--- src/rtl/xlat_pkg.sv ---
package xlat_pkg;
    parameter int PID_W  = 8;
    parameter int EA_W   = 32;
    parameter int OFS_W  = 12;
    parameter int ATTR_W = 5;
    parameter int RPN_W  = 20;
    parameter int PERM_W = 6;
    parameter int RHI_W  = 4;
    parameter int RA_W   = 5;
    parameter int RB_W   = 64;
    localparam int PAGE_W = EA_W - OFS_W;

    typedef enum logic {
        OPK_SEARCH = 1'b0,
        OPK_WRITE  = 1'b1
    } opk_e;

    typedef struct packed {
        logic              vld;
        logic              ts;
        logic [PID_W-1:0]  tid;
        logic [PAGE_W-1:0] page;
        logic [ATTR_W-1:0] attr;
        logic [RPN_W-1:0]  rpn;
        logic [PERM_W-1:0] perm;
        logic [RHI_W-1:0]  rhi;
    } xent_t;
endpackage

--- src/rtl/xlat_store.sv ---
module xlat_store
    import xlat_pkg::*;
#(
    parameter int SLOTS = 8,
    localparam int SLOT_W = $clog2(SLOTS)
) (
    input  logic              clk,
    input  logic              rst_n,
    input  logic              wr_en,
    input  logic [SLOT_W-1:0] wr_slot,
    input  xent_t             wr_ent,
    input  logic              key_as,
    input  logic [PID_W-1:0]  key_pid,
    input  logic [PAGE_W-1:0] key_page,
    output logic [SLOTS-1:0]  hit_vec,
    input  logic [SLOT_W-1:0] rd_slot,
    output xent_t             rd_ent
);
    xent_t ents [SLOTS];

    for (genvar g = 0; g < SLOTS; g++) begin : g_slot
        xent_t q;
        always_ff @(posedge clk or negedge rst_n) begin
            if (!rst_n) begin
                q <= '0;
            end else if (wr_en && wr_slot == SLOT_W'(g)) begin
                q <= wr_ent;
            end
        end
        assign ents[g] = q;
        // Key = {AS, PID, 8'h00, 32'h0, EA}; the pad and the upper EA are
        // zero on both sides, so only AS, PID and the page take part.
        assign hit_vec[g] = q.vld && (q.ts == key_as)
                         && ((q.tid == '0) || (q.tid == key_pid))
                         && (q.page == key_page);
    end

    assign rd_ent = ents[rd_slot];
endmodule

--- src/rtl/xlat_pick.sv ---
module xlat_pick #(
    parameter int SLOTS = 8,
    localparam int SLOT_W = $clog2(SLOTS)
) (
    input  logic [SLOTS-1:0]  req,
    output logic              any,
    output logic [SLOT_W-1:0] slot
);
    always_comb begin
        any  = |req;
        slot = '0;
        for (int i = SLOTS - 1; i >= 0; i--) begin
            if (req[i]) slot = SLOT_W'(i);
        end
    end
endmodule

--- src/rtl/xlat_assist_unit.sv ---
module xlat_assist_unit
    import xlat_pkg::*;
#(
    parameter int ARRAYS = 2,
    parameter int DEPTH  = 4,
    localparam int ARR_W  = $clog2(ARRAYS),
    localparam int IDX_W  = $clog2(DEPTH),
    localparam int SLOTS  = ARRAYS * DEPTH,
    localparam int SLOT_W = $clog2(SLOTS)
) (
    input  logic              clk,
    input  logic              rst_n,
    input  logic              op_valid,
    input  logic              op_kind,
    input  logic [RA_W-1:0]   op_ra,
    input  logic [RB_W-1:0]   op_rb,
    input  logic [ARR_W-1:0]  in_sel_arr,
    input  logic [IDX_W-1:0]  in_sel_idx,
    input  logic              in_valid,
    input  logic              in_ts,
    input  logic [PID_W-1:0]  in_tid,
    input  logic [PAGE_W-1:0] in_page,
    input  logic [ATTR_W-1:0] in_attr,
    input  logic [RPN_W-1:0]  in_rpn,
    input  logic [PERM_W-1:0] in_perm,
    input  logic [RHI_W-1:0]  in_rpn_hi,
    input  logic              in_srch_as,
    input  logic [PID_W-1:0]  in_srch_pid,
    output logic [ARR_W-1:0]  out_sel_arr,
    output logic [IDX_W-1:0]  out_sel_idx,
    output logic              out_valid,
    output logic              out_ts,
    output logic [PID_W-1:0]  out_tid,
    output logic [PAGE_W-1:0] out_page,
    output logic [ATTR_W-1:0] out_attr,
    output logic [RPN_W-1:0]  out_rpn,
    output logic [PERM_W-1:0] out_perm,
    output logic [RHI_W-1:0]  out_rpn_hi,
    output logic              done,
    output logic              exc
);
    typedef enum logic [1:0] {
        ST_IDLE,
        ST_SRCH,
        ST_WRT,
        ST_TRAP
    } st_e;

    st_e st_q, st_nxt;

    logic [SLOTS-1:0]  hit_vec;
    logic              hit_any;
    logic [SLOT_W-1:0] hit_slot;
    logic [SLOT_W-1:0] wr_slot;
    xent_t             wr_ent;
    xent_t             rd_ent;
    xent_t             res_q;
    logic [ARR_W-1:0]  res_arr_q;
    logic [IDX_W-1:0]  res_idx_q;
    logic              unused_rb;

    assign unused_rb = ^{op_rb[RB_W-1:EA_W], op_rb[OFS_W-1:0]};

    // Next state: decided only by the strobe sampled at this edge
    always_comb begin
        st_nxt = ST_IDLE;
        if (op_valid) begin
            unique case (opk_e'(op_kind))
                OPK_SEARCH: st_nxt = (op_ra != '0) ? ST_TRAP : ST_SRCH;
                OPK_WRITE:  st_nxt = ST_WRT;
            endcase
        end
    end

    always_ff @(posedge clk or negedge rst_n) begin
        if (!rst_n) st_q <= ST_IDLE;
        else        st_q <= st_nxt;
    end

    // Moore outputs
    always_comb begin
        done = 1'b0;
        exc  = 1'b0;
        unique case (st_q)
            ST_IDLE: ;
            ST_SRCH,
            ST_WRT: done = 1'b1;
            ST_TRAP: begin
                done = 1'b1;
                exc  = 1'b1;
            end
        endcase
    end

    assign wr_slot = SLOT_W'(in_sel_arr) * SLOT_W'(DEPTH) + SLOT_W'(in_sel_idx);

    always_comb begin
        wr_ent      = '0;
        wr_ent.vld  = in_valid;
        wr_ent.ts   = in_ts;
        wr_ent.tid  = in_tid;
        wr_ent.page = in_page;
        wr_ent.attr = in_attr;
        wr_ent.rpn  = in_rpn;
        wr_ent.perm = in_perm;
        wr_ent.rhi  = in_rpn_hi;
    end

    xlat_store #(.SLOTS(SLOTS)) u_store (
        .clk      (clk),
        .rst_n    (rst_n),
        .wr_en    (st_nxt == ST_WRT),
        .wr_slot  (wr_slot),
        .wr_ent   (wr_ent),
        .key_as   (in_srch_as),
        .key_pid  (in_srch_pid),
        .key_page (op_rb[OFS_W +: PAGE_W]),
        .hit_vec  (hit_vec),
        .rd_slot  (hit_slot),
        .rd_ent   (rd_ent)
    );

    xlat_pick #(.SLOTS(SLOTS)) u_pick (
        .req  (hit_vec),
        .any  (hit_any),
        .slot (hit_slot)
    );

    // Result staging: loaded only on a legal search
    always_ff @(posedge clk or negedge rst_n) begin
        if (!rst_n) begin
            res_q     <= '0;
            res_arr_q <= '0;
            res_idx_q <= '0;
        end else if (st_nxt == ST_SRCH) begin
            if (hit_any) begin
                res_q     <= rd_ent;
                res_arr_q <= ARR_W'(hit_slot / SLOT_W'(DEPTH));
                res_idx_q <= IDX_W'(hit_slot % SLOT_W'(DEPTH));
            end else begin
                res_q     <= '0;
                res_q.ts  <= in_srch_as;
                res_q.tid <= in_srch_pid;
                res_arr_q <= '0;
                res_idx_q <= '0;
            end
        end
    end

    assign out_sel_arr = res_arr_q;
    assign out_sel_idx = res_idx_q;
    assign out_valid   = res_q.vld;
    assign out_ts      = res_q.ts;
    assign out_tid     = res_q.tid;
    assign out_page    = res_q.page;
    assign out_attr    = res_q.attr;
    assign out_rpn     = res_q.rpn;
    assign out_perm    = res_q.perm;
    assign out_rpn_hi  = res_q.rhi;
endmodule

--- config.mk ---
export PLATFORM = sky130hd
export DESIGN_NAME = xlat_assist_unit
export DESIGN_NICKNAME = d
export VERILOG_FILES = /design/src/rtl/xlat_pkg.sv /design/src/rtl/xlat_store.sv /design/src/rtl/xlat_pick.sv /design/src/rtl/xlat_assist_unit.sv
export SDC_FILE = /design/constraint.sdc
export NUM_CORES = 1
export LEC_CHECK = 0
export BUFFER_PORTS_ARGS = -buffer_cell sky130_fd_sc_hd__buf_4
export CAP_MARGIN = 20
export CORE_ASPECT_RATIO = 1.4
export CORE_UTILIZATION = 60
export CTS_BUF_LIST = sky130_fd_sc_hd__clkbuf_16
export DETAILED_ROUTE_END_ITERATION = 10
export GPL_ROUTABILITY_DRIVEN = 0
export HOLD_SLACK_MARGIN = 0.1
export PLACE_DENSITY_LB_ADDON = 0.3
export SETUP_SLACK_MARGIN = 0.2
export SYNTH_ARGS = -nofsm -noshare
export SYNTH_HDL_FRONTEND = slang
export SYNTH_SLANG_ARGS = --single-unit
--- constraint.sdc ---
create_clock -name clk -period 7 [get_ports clk]
set_clock_uncertainty 0.2 [all_clocks]
set_input_delay 1.4 -clock clk [delete_from_list [all_inputs] [get_ports clk]]
set_output_delay 1.4 -clock clk [all_outputs]
set_load 0.005 [all_outputs]
# Yosys cells after proc, flatten, opt, wreduce, memory -nomap -nowiden
# Cells that the tools add are included.
# W data, S select, Z words.
# word_totals
reg_bits	590
output_inout_bits	70
word_cells	186
# op_classes
add_sub_neg	1
magnitude_cmp	1
n_eq_ne	36
mux	19
n_bitwise	2
n_reduce_logical	52
# op_table
cell	count
$bmux W65 S3	1
$mux W65	3
$eq A20 B20 Y1	8
$eq A8 B8 Y1	8
$logic_not A8 Y1	8
$logic_and A1 B1 Y1	32
$mux W3	8
$eq A3 B3 Y1 const B	4
$eq A1 B1 Y1	8
$logic_or A1 B1 Y1	8
$reduce_or A8 Y1	1
$eq A2 B2 Y1 const B	3
$eq A3 B2 Y1 const B	2
$mux W2	3
$reduce_bool A5 Y1	1
$eq A2 B1 Y1 const B	2
$ge A4 B4 Y1 const B	1
$not A3 Y4	1
$pmux W2 S2	1
$add A3 B2 Y3	1
$eq A3 B1 Y1 const B	1
$logic_not A3 Y1	1
$mux W1	3
$reduce_or A3 Y1	1
$not A1 Y1	1

# Logic depth before layout (Yosys ltp)
# logic_depth
depth_word	17
depth_mapped	14
ltp_nobuf	10

# Hierarchy
# Synthesis repeated with hierarchy kept, for this count alone.
# hier_totals
cells_unflattened	2002
area_unflattened_um2	29099.2
# modules_own_cells
module	n_inst	cells_each	area_per_inst_um2	seq_area_each_um2
xlat_store	1	1702	25897.3	13012.5
xlat_assist_unit	1	287	3120.5	1751.7
xlat_pick	1	13	81.3	0.0

# Least setup slack after synthesis
# OpenSTA, ideal clock, no wires.
# synth_path
kind	in2reg
from	in in_srch_pid[7]
to	reg res_q (netlist bit out_tid[6])
arrival_ps	3966
setup_slack_ps	2704
cell_stages	13
cell_sequence	buf_2 xor2_1 nor4_1 a22oi_1 or4_4 a21boi_4 a21o_1 buf_4 nand2_2 buf_6 mux2_1 o41ai_2 a21oi_1
# synth_between
elab_chain_len	17
elab_cells_between_ends	46
cone_classes	eq/ne (8); mux (12); bitwise (1); reduce/logical (25)
# synth_lines
element	line	rtl
from (decl)	xlat_assist_unit.sv:28	input logic [PID_W-1:0] in_srch_pid,
$eq A8 B8 Y1	xlat_store.sv:34	&& ((q.tid == '0) || (q.tid == key_pid))
$logic_or A1 B1 Y1	xlat_store.sv:34	
$logic_and A1 B1 Y1	xlat_store.sv:34	
$logic_and A1 B1 Y1	xlat_store.sv:35	&& (q.page == key_page);
$mux W3 (8 in a row)	xlat_pick.sv:13	if (req[i]) slot = SLOT_W'(i);
$not A3 Y4 (implied by the code)	xlat_store.sv:38	assign rd_ent = ents[rd_slot];
$bmux W65 S3	xlat_store.sv:38	
$mux W65 (implied by the code) (2 in a row)	xlat_store.sv:38	
$mux W65 *	xlat_assist_unit.sv:136	if (hit_any) begin
to (signal assigned)	xlat_assist_unit.sv:137	res_q <= rd_ent;
to (decl)	xlat_assist_unit.sv:57	xent_t res_q;
# Every way passes the cells marked *; elsewhere a longest branch is shown, timed or not. The select of a mux whose other input is x is not followed.
# A chain may end at the register's enable or synchronous reset.

# Worst setup path in the final report
# layout_path
from	in op_rb[17]
to	reg res_q (netlist bit out_tid[4])
# layout_between
elab_chain_len	15
elab_cells_between_ends	30
cone_classes	eq/ne (8); mux (12); bitwise (1); reduce/logical (9)
# layout_lines
element	line	rtl
from (decl)	xlat_assist_unit.sv:16	input logic [RB_W-1:0] op_rb,
$eq A20 B20 Y1	xlat_store.sv:35	
$logic_and A1 B1 Y1	xlat_store.sv:35	
$mux W3 (8 in a row)	xlat_pick.sv:13	
$not A3 Y4 (implied by the code)	xlat_store.sv:38	
$bmux W65 S3	xlat_store.sv:38	
$mux W65 (implied by the code) (2 in a row)	xlat_store.sv:38	
$mux W65 *	xlat_assist_unit.sv:136	
# Marks and branches as above.

==> reports/results.ini <==
[detailed_routing]
dr.first_iter.drc_count = 2056
met2_wirelength_mm = 43.96
vias_per_cell = 6.747
detail_route.wirelength_mm = 91.50
drt-pass1-iter-count = 6
detailroute.via_count = 21790
ant_nets = 0
routedWlPerCell_um = 28.33
detail_route.drc_violations = 0
met3_wirelength_mm = 8.436
met1_length_mm = 32.25
highest-signal-layer = met5

[clocking]
cts.root.buffer_cell = sky130_fd_sc_hd__clkbuf_16
htree_levels = 2
cts_hold_buffers = 0
clkTransAtPathRegs_ps = 60
source_to_sink_clock_delay_at_the_later_pin_of_the_worst_skew_pair_ps = 620
total_setup_buffers_inserted_after_cts = 0
number_of_gates_resized_after_cts = 0
cts_buffer_depth = 3
tritoncts_clock_tree = built
cts_made_buffers = 55
cts_sinks = 590

[synthesis]
share_of_the_synthesized_area_in_compound_gates_ao_oa_aoi_oai_pct = 7.463
post_synthesis_area_per_instance_um2 = 12.03
synth_largest_area_cell = sky130_fd_sc_hd__dfrtp_1
count_of_flip_flops_with_a_built_in_enable_after_synthesis = 0
synth_async_sr_flop_share_pct = 100.0
synthCells = 2449
yosys.area.top_type_share_pct = 50.09
yosys_most_used_dff = sky130_fd_sc_hd__dfrtp_1
mappedNetlistArea_um2 = 29470
synth.distinct_cells = 71
yosys-mux-area-fraction_pct = 23.67
synth_fp_nets = 2599
synth.yosys.seq_area_share_pct = 50.09
yosys.area_share.simple_pct = 9.076
post_synth_fa_ha_maj_area_fraction_pct = 0
synth-warning-count = 0
synth.ff_latch_count = 590
synth_top_family_by_area = multiplexers
yosys.area_share.xor_xnor_pct = 6.971
ys_top_cells_by_area = sky130_fd_sc_hd__dfrtp_1 (50%), sky130_fd_sc_hd__mux2_2 (22%), sky130_fd_sc_hd__xor2_1 (4.6%)

[power]
final_total_pwr_mw = 9.553
maximum_vdd_ir_drop_v = 0.0002415
power.static_leakage_nw = 14.44
power_density_nw_per_um2 = 289.1

[global_route]
initial_antenna_violation_count = 6
grt_max_degree = 162
grt.overflow.total = 0
vias_in_the_first_global_route = 22630
wire_length_of_the_first_global_routing_pass_mm = 138.0
grt_util_all_layers_pct = 36.86

[floorplan]
die-height_um = 264.2
std_cell_core_area_um2 = 48260
die_width_um = 189.3
dieArea_um2 = 50020
io_pins = 220
start_util_pct = 61.07
row_count = 95

[sta]
unrepaired_setup_endpoints_after_global_routing = false
setup_viol = 0
hold_violations = 0
final.setup.tns_ps = 0
max_clock_freq_ghz = 0.1962
maxSlewHeadroom_pct = 24.41
pins_over_slew_limit = 0
layout_min_cycle_time_ps = 5098
final_critical_path_share_of_the_clock_period_pct = 72.83
tightest_slew_ps = 1129
holdWs_ps = 281.3

[cells_and_area]
fraction_of_layout_cells_with_a_size_suffix_above_1_pct = 35.68
post-route-util_pct = 68.46
area_of_all_placed_cells_without_fillers_um2 = 33040
final_net_count = 2705
area_growth_pct = 12.10

[critical_path]
critical_path_class = in2reg
setup.worst_path.start_class = input port
timing.critical_path.cells = buf_4 -> xnor2_1 -> nand2_1 -> or4b_1 -> or4_1 -> o211ai_2 -> a21o_2 -> buf_4 -> o21ai_0 -> o2bb2ai_1 -> o22ai_1 -> a21oi_1
worst-endpoint-arrival_ps = 5390
crit_buf_inv = 2
timing.critical_path.to_type = flip-flop
critical_path.top_delay_family = compound AO/OA/AOI/OAI gates
worstPathMaxFanout = 62
worst_path_most_repeated_cell = sky130_fd_sc_hd__buf_4
slowest_stage = sky130_fd_sc_hd__buf_4
timing.critical_path.slowest_cell_delay_ps = 730
cp.required_ps = 7290

[place]
placement.cell_area_um2 = 31300
placement.io_buffers = 175
detailedPlacementHpwl_mm = 57.55

[outcome]
status = finished clean

[flow_run]
drv_cap = 0

[min_path]
worst_hold_class = reg2reg

==> worst register-to-register path, stage by stage (launching register included) <==
cell and delay (ps):
sky130_fd_sc_hd__dfrtp_1 450, sky130_fd_sc_hd__xor2_1 190, sky130_fd_sc_hd__nor4_1 270, sky130_fd_sc_hd__a22oi_1 320, sky130_fd_sc_hd__nor4_1 930, sky130_fd_sc_hd__nor4_2 110, sky130_fd_sc_hd__buf_4 220, sky130_fd_sc_hd__and2_1 340
sky130_fd_sc_hd__nand2b_1 770, sky130_fd_sc_hd__a221oi_1 520, sky130_fd_sc_hd__a22o_1 190
==> layer usage <==
metal  vias up  global-route usage, %
met5         -                      0
met4         8                  25.52
met3       385                  9.194
met2      1165                  59.50
met1     11080                  43.14
li1       9157                      -
==> cell usage in the layout (no fill, tap or decap), types with 13 or more instances in the layout <==
cell type and n:
sky130_fd_sc_hd__mux2_2 563, sky130_fd_sc_hd__clkbuf_16 56, sky130_fd_sc_hd__o21ai_0 87, sky130_fd_sc_hd__xor2_1 154, sky130_fd_sc_hd__o221ai_1 19, sky130_fd_sc_hd__nor2_1 81
sky130_fd_sc_hd__clkinv_1 15, sky130_fd_sc_hd__nor3_1 19, sky130_fd_sc_hd__nand4_1 34, sky130_fd_sc_hd__nand3_1 86, sky130_fd_sc_hd__a21oi_1 63, sky130_fd_sc_hd__dfrtp_1 590
sky130_fd_sc_hd__buf_4 212, sky130_fd_sc_hd__o22ai_1 13, sky130_fd_sc_hd__a221oi_1 17, sky130_fd_sc_hd__mux2i_1 59, sky130_fd_sc_hd__nor4_1 78, sky130_fd_sc_hd__o221a_2 20
sky130_fd_sc_hd__xnor2_1 75, sky130_fd_sc_hd__nand2_1 129
==> where the power goes <==
group | internal, mW | switching [mW]
combinational | 0.958 | 0.927
sequential | 4.13 | 0.583
clock | 1.63 | 1.33
==> kinds of logic after synthesis <==
group / Yosys count
AOI/OAI and AO/OA: 315
xor gates and xnor gates: 232
muxes: 626
buffers and inverters: 172
and+or+nand+nor: 514
DFF: 590
==> cell type report <==
cell class                      instances  area (um2)
Antenna cell                            2       5.005
Clock buffer                           56        1401
Clock inverter                         44       335.3
Fill cell                            3496       15220
Inverter                                2       7.507
Multi-Input combinational cell       1687       14020
Sequential cell                       590       14760
Tap cell                              630       788.3
Timing Repair Buffer                  219        1722
==> through the flow <==
step | std cells | worst slack, ps
final | 3230 | 1902
after detailed placement | 3128 | 1372
after global routing | 3230 | 1856
after floorplan | 2449 | 2704
after CTS | 3228 | 2028
after global placement | 3127 | 1409
==> path summary, 6_finish.rpt <==
path / startpoint / endpoint / slack, ps / depth (start not counted)
max: op_rb[17] / out_tid[4] / 1900 / 12
min: out_sel_idx[1] / out_sel_idx[1] / 280 / 2
max reg2reg: u_store.ents[445] / out_rpn[15] / 2430 / 10
min reg2reg: out_sel_idx[1] / out_sel_idx[1] / 280 / 2
max in group asynchronous: rst_n / u_store.ents[180] / 4580 / 2
min in group asynchronous: rst_n / u_store.ents[322] / 630 / 1
==> state kept, by name, indices dropped and copies added (netlist names) <==
name and cells:
out_attr 5, out_page 20, out_perm 6, out_rpn 20
out_rpn_hi 4, out_sel_arr 1, out_sel_idx 2, out_tid 8
out_ts 1, out_valid 1, st_q 2, u_store.ents 520
==> synth_stat cells (8+ instances only) <==
master and number:
sky130_fd_sc_hd__a211oi_1 11, sky130_fd_sc_hd__a21oi_1 63, sky130_fd_sc_hd__a221o_1 12, sky130_fd_sc_hd__a221oi_1 17, sky130_fd_sc_hd__a31oi_1 8, sky130_fd_sc_hd__and4_1 12
sky130_fd_sc_hd__buf_2 43, sky130_fd_sc_hd__buf_4 14, sky130_fd_sc_hd__clkbuf_1 99, sky130_fd_sc_hd__dfrtp_1 590, sky130_fd_sc_hd__mux2_2 563, sky130_fd_sc_hd__mux2i_1 59
sky130_fd_sc_hd__nand2_1 129, sky130_fd_sc_hd__nand3_1 87, sky130_fd_sc_hd__nand4_1 34, sky130_fd_sc_hd__nor2_1 85, sky130_fd_sc_hd__nor2b_1 14, sky130_fd_sc_hd__nor3_1 20
sky130_fd_sc_hd__nor4_1 79, sky130_fd_sc_hd__o21ai_0 87, sky130_fd_sc_hd__o21ai_1 11, sky130_fd_sc_hd__o221a_2 20, sky130_fd_sc_hd__o221ai_1 19, sky130_fd_sc_hd__o22ai_1 13
sky130_fd_sc_hd__xnor2_1 75, sky130_fd_sc_hd__xor2_1 154
Power figures use the tool's default switching activity.
